`config.mk`:
```
export PLATFORM = sky130hd
export DESIGN_NAME = intc_core
export DESIGN_NICKNAME = d
export VERILOG_FILES = /design/src/rtl/intc_core.sv
export SDC_FILE = /design/constraint.sdc
export NUM_CORES = 2
export LEC_CHECK = 0
export BUFFER_PORTS_ARGS = -buffer_cell sky130_fd_sc_hd__buf_2
export CAP_MARGIN = 5
export CORE_MARGIN = 1
export CORE_UTILIZATION = 26
export DETAILED_ROUTE_END_ITERATION = 8
export GPL_TIMING_DRIVEN = 0
export MAX_ROUTING_LAYER = met4
export PLACE_DENSITY = 0.39
export REMOVE_ABC_BUFFERS = 1
export SYNTH_ARGS = -nofsm -noshare
export SYNTH_HDL_FRONTEND = slang
export SYNTH_SLANG_ARGS = --single-unit
```
`constraint.sdc`:
```
create_clock -name clk -period 370.6 [get_ports clk]
set_input_delay 37.06 -clock clk [delete_from_list [all_inputs] [get_ports clk]]
set_output_delay 37.06 -clock clk [all_outputs]
set_load 0.05 [all_outputs]
```
`src/rtl/intc_core.sv`:
```
module intc_core #(
  parameter int NUM_SRC = 128,
  parameter int PRIO_W  = 3,
  parameter int ADDR_W  = 26
) (
  input  logic               clk,
  input  logic               rst_n,
  input  logic [NUM_SRC-1:0] src_i,
  input  logic [ADDR_W-1:0]  bus_addr,
  input  logic               bus_we,
  input  logic               bus_re,
  input  logic [31:0]        bus_wdata,
  output logic [31:0]        bus_rdata,
  output logic [1:0]         irq_o
);
  localparam int NUM_CTX = 2;
  localparam int ID_W    = $clog2(NUM_SRC);
  localparam int NWORD   = (NUM_SRC + 31) / 32;
  localparam int SRC_PAD = NWORD * 32;
  localparam logic [31:0] PEND_BASE = 32'h0000_1000;
  localparam logic [31:0] EN_BASE   = 32'h0000_2000;
  localparam logic [31:0] CTX_BASE  = 32'h0020_0000;
  localparam logic [31:0] PRIO_END  = 32'(NUM_SRC * 4);
  localparam logic [31:0] PEND_END  = PEND_BASE + 32'(NWORD * 4);
  localparam logic [31:0] EN_END    = EN_BASE + 32'(NUM_CTX * 128);
  localparam logic [31:0] CTX_END   = CTX_BASE + 32'(NUM_CTX * 4096);

  logic [PRIO_W-1:0]       prio [NUM_SRC];
  logic [PRIO_W-1:0]       thr  [NUM_CTX];
  logic [SRC_PAD-1:0]      en   [NUM_CTX];
  logic [SRC_PAD-1:0]      pend, insvc, src_pad, clr_mask, done_mask;
  logic [NUM_CTX*ID_W-1:0] best_flat;

  logic [31:0]     a;
  logic            hit_prio, hit_pend, hit_en, hit_ctx, word_ok;
  logic            at_thr, at_claim, claim_rd, cmpl_wr, cmpl_ok;
  logic [ID_W-1:0] prio_idx, claim_id, cmpl_id;
  logic [4:0]      word;
  logic            en_sel, ctx_sel;

  assign a        = 32'(bus_addr);
  assign hit_prio = a < PRIO_END;
  assign hit_pend = (a >= PEND_BASE) && (a < PEND_END);
  assign hit_en   = (a >= EN_BASE) && (a < EN_END);
  assign hit_ctx  = (a >= CTX_BASE) && (a < CTX_END);
  assign prio_idx = a[ID_W+1:2];
  assign word     = a[6:2];
  assign word_ok  = {27'd0, word} < 32'(NWORD);
  assign en_sel   = a[7];
  assign ctx_sel  = a[12];
  assign at_thr   = hit_ctx && (a[11:0] == 12'h000);
  assign at_claim = hit_ctx && (a[11:0] == 12'h004);

  assign claim_rd = bus_re && !bus_we && at_claim;
  assign cmpl_wr  = bus_we && at_claim;
  assign claim_id = ctx_sel ? best_flat[ID_W +: ID_W] : best_flat[0 +: ID_W];
  assign cmpl_id  = bus_wdata[ID_W-1:0];
  assign cmpl_ok  = (bus_wdata < 32'(NUM_SRC)) && en[ctx_sel][cmpl_id];

  assign clr_mask  = (claim_rd && claim_id != '0) ? (SRC_PAD'(1) << claim_id) : '0;
  assign done_mask = (cmpl_wr && cmpl_ok) ? (SRC_PAD'(1) << cmpl_id) : '0;
  assign src_pad   = SRC_PAD'(src_i) & ~SRC_PAD'(1);

  for (genvar c = 0; c < NUM_CTX; c++) begin : g_arb
    logic [ID_W-1:0] id_c;
    always_comb begin
      logic [PRIO_W-1:0] bp;
      bp   = thr[c];
      id_c = '0;
      for (int s = 1; s < NUM_SRC; s++) begin
        if (pend[s] && en[c][s] && prio[s] > bp) begin
          bp   = prio[s];
          id_c = ID_W'(s);
        end
      end
    end
    assign best_flat[c*ID_W +: ID_W] = id_c;
    assign irq_o[c] = id_c != '0;
  end

  always_comb begin
    bus_rdata = '0;
    if (hit_prio)
      bus_rdata = 32'(prio[prio_idx]);
    else if (hit_pend && word_ok)
      bus_rdata = pend[int'(word)*32 +: 32];
    else if (hit_en && word_ok)
      bus_rdata = en[en_sel][int'(word)*32 +: 32];
    else if (at_thr)
      bus_rdata = 32'(thr[ctx_sel]);
    else if (at_claim)
      bus_rdata = 32'(claim_id);
  end

  always_ff @(posedge clk) begin
    if (!rst_n) begin
      for (int s = 0; s < NUM_SRC; s++) prio[s] <= '0;
      for (int c = 0; c < NUM_CTX; c++) begin
        thr[c] <= '0;
        en[c]  <= '0;
      end
      pend  <= '0;
      insvc <= '0;
    end else begin
      pend  <= (pend | (src_pad & ~insvc)) & ~clr_mask;
      insvc <= (insvc | clr_mask) & ~done_mask;
      if (bus_we) begin
        if (hit_prio && prio_idx != '0)
          prio[prio_idx] <= bus_wdata[PRIO_W-1:0];
        if (hit_en && word_ok)
          en[en_sel][int'(word)*32 +: 32] <= bus_wdata;
        if (at_thr)
          thr[ctx_sel] <= bus_wdata[PRIO_W-1:0];
      end
    end
  end
endmodule

```
==> results.yml <==
pwr:
  finalPower_uw: 602
  p_leak_uw: 0.0325
  ir_drop_v: 0.00000829
  power.density_nw_per_um2: 6.85
synth:
  synth_edf_count: 646
  syn_area_um2: 78300
  netlist.area_leader.share: 0.248
  syn_area_per_cell_um2: 8.49
  ys_seq_area_frac: 0.313
  yosysWarnings: 0
  synth_top_area_cell: "edfxtp_1"
  ys_ff_latch: 901
  yosysUniqueCellTypes: 202
  ys_top_cells_by_area: "edfxtp_1 (25%), nor2_1 (6.9%), dfxtp_1 (6.5%)"
  synth_top_flop_cell: "edfxtp_1"
  synth_cells: 9220
  async_flop_share: 0
worst_setup_path:
  cpMostUsedCell: "nor2_1"
  crit_required_ns: 333.54
  critical_path_arrival_ns: 197.93
  crit_path_end_kind: "output port"
  endpoint: "bus_rdata[6]"
  crit_fanout: 16
  reg2reg_slack_ns: 171.48
  slowest_stage: "o2111ai_1"
  r2r_end: "insvc[16]$_SDFF_PN0_"
  r2r_cells: 866
  crit_path_start: "thr[1][2]$_SDFFCE_PN0P_"
  path_class: "flop to output port"
  critPathMaxStageDelay_ns: 0.86
  critPathLaunchType: "flop"
  r2r-start: "thr[1][2]$_SDFFCE_PN0P_"
sta:
  timing.final.ws_setup_ns: 135.61
  setup-violations-final: 0
  timing.setup.tns_ns: 0
  rsz0062_at_grt: "false"
  maxSlewHeadroom: -0.0143
  worst_pin_slew_ns: 1.52
  final_max_slew_viol_count: 26
  hold_viol: 0
  fin_crit_ns: 234.99
  max_freq_mhz: 4.26
  fin_crit_sh: 0.634
  finClkSkew_ns: 0.0818
clocking:
  htree_levels: 3
  postCtsSetupRepairBufs: 0
  clk_path_buf_depth: 3
  cts_resized: 0
  clock_sinks: 901
  clock_latency_ns: 0.83
  cts_tree: "built"
  cts-root-buf: "clkbuf_16"
  cts_hold_buf: 0
  clk_pin_slew_ns: 0.06
  cts_buffers: 110
floorplan:
  dieArea_um2: 303000
  core_um2: 300000
  dieWidth_um: 551
  initial_utilization: 0.261
  rows: 201
  ios: 224
  dieHeight_um: 551
outcome:
  violations: "slew limit"
  status: "finished, violations left"
final_layout:
  area_growth_pct: 12.2
  layout-drive-gt1-share: 0.136
  final_area_um2: 87800
  layout_commonest_cell: "nor2_1"
  final-seq-area_um2: 24500
  fill_cells: 31900
  num-nets-final: 9600
  final_cell_mix: "nor2_1 (1428), nand2_1 (755), o21ai_0 (666)"
  multiInputGateArea_um2: 50100
hold_path:
  worstHoldPathType: "flop to flop"
drt:
  ant_nets: 0
  first_pass_iters: 7
  via_per_inst: 6.00
  drcViolationCount: 0
  totalWireLength_um: 461000
  drtIter0Drc: 9488
  dr_total_vias: 79500
  detail_route.wl_per_cell_um: 34.8
place:
  dp_hpwl_um: 369000
  place_ws_ns: 138.99
  place_congestion: 0.982
  io_buffers: 222
  postPlaceCellArea_um2: 83900
job:
  maxCapViolCount: 0
grt:
  overflow: 0
  first_global_vias: 74500
  grtUsageTotal: 0.303
  antenna_found_initial: 70
  grt_pass1_wl_um: 621000
  grt_max_degree: 136
[synthesized netlist by cell type (181+ instances only)]
library cell / number
and2_1: 181
edfxtp_1: 646
nor2_1: 1432
inv_1: 321
nor2b_1: 193
ha_1: 269
nand2_1: 767
a21oi_1: 509
nand3_1: 380
clkbuf_1: 373
maj3_1: 222
and3_1: 269
o21ai_0: 670
mux4_2: 183
dfxtp_1: 255
[power breakdown]
group / switching, uW / internal, uW
logic: 225 / 134
registers: 14.8 / 113
clock network: 51.1 / 65.2
total: 291 / 311
[cell type report]
cell class | count | share of cell area
inverters | 325 | 0.0139
diodes | 59 | 0.00168
flip-flops and latches | 901 | 0.279
multi-input cells | 7461 | 0.570
repair buffers | 342 | 0.0359
clock inverters | 66 | 0.00853
well taps | 3958 | 0.0564
clock buffers | 143 | 0.0345
[worst min-delay path by stage]
| stage | start | endpoint | cells past startpoint |
|---|---|---|---|
| floorplan | pend[0]$_SDFF_PN0_ | pend[0]$_SDFF_PN0_ | 1 |
| global placement | pend[0]$_SDFF_PN0_ | pend[0]$_SDFF_PN0_ | 1 |
| detailed placement | pend[0]$_SDFF_PN0_ | pend[0]$_SDFF_PN0_ | 1 |
| CTS | pend[0]$_SDFF_PN0_ | pend[0]$_SDFF_PN0_ | 1 |
| global route | insvc[8]$_SDFF_PN0_ | insvc[8]$_SDFF_PN0_ | 2 |
| finish | insvc[8]$_SDFF_PN0_ | insvc[8]$_SDFF_PN0_ | 2 |
[through the flow]
step	hold WS (ns)	utilization	cells
global placement	0.438	0.272	12900
finish	0.462	0.293	13300
floorplan	0.425	-	8687
detailed placement	0.448	0.280	13000
CTS	0.459	0.293	13200
global route	0.483	0.293	13200
[routing by layer]
layer	share of wire	track usage
met1	0.41	0.379
met2	0.46	0.478
met3	0.073	0.0398
met4	0.060	0.156
met5	0	-
[worst max-delay path, delay by kind of cell (launching register included)]
kind | cells | cell delay [ns]
AOI/OAI and AO/OA | 323 | 80.21
adders and majority gates | 241 | 72.55
buffers and inverters | 33 | 3.05
DFF | 1 | 0.57
muxes | 33 | 11.50
and+or+nand+nor | 278 | 38.10
[registers in the layout, summed over array words and instances (netlist names)]
register	cells
thr	6
insvc	127
prio	384
en	256
pend	128
[logic make-up after synthesis]
kind of cell / Yosys count / share of synthesized area
AOI/OAI and AO/OA: 2747 / 0.249
xor gates and xnor gates: 2 / 0.000224
adders and majority gates: 499 / 0.0726
buffers and inverters: 858 / 0.0508
DFF: 901 / 0.313
muxes: 328 / 0.0734
and+or+nand+nor: 3885 / 0.240
No activity file was read; power rests on OpenSTA's default activity.
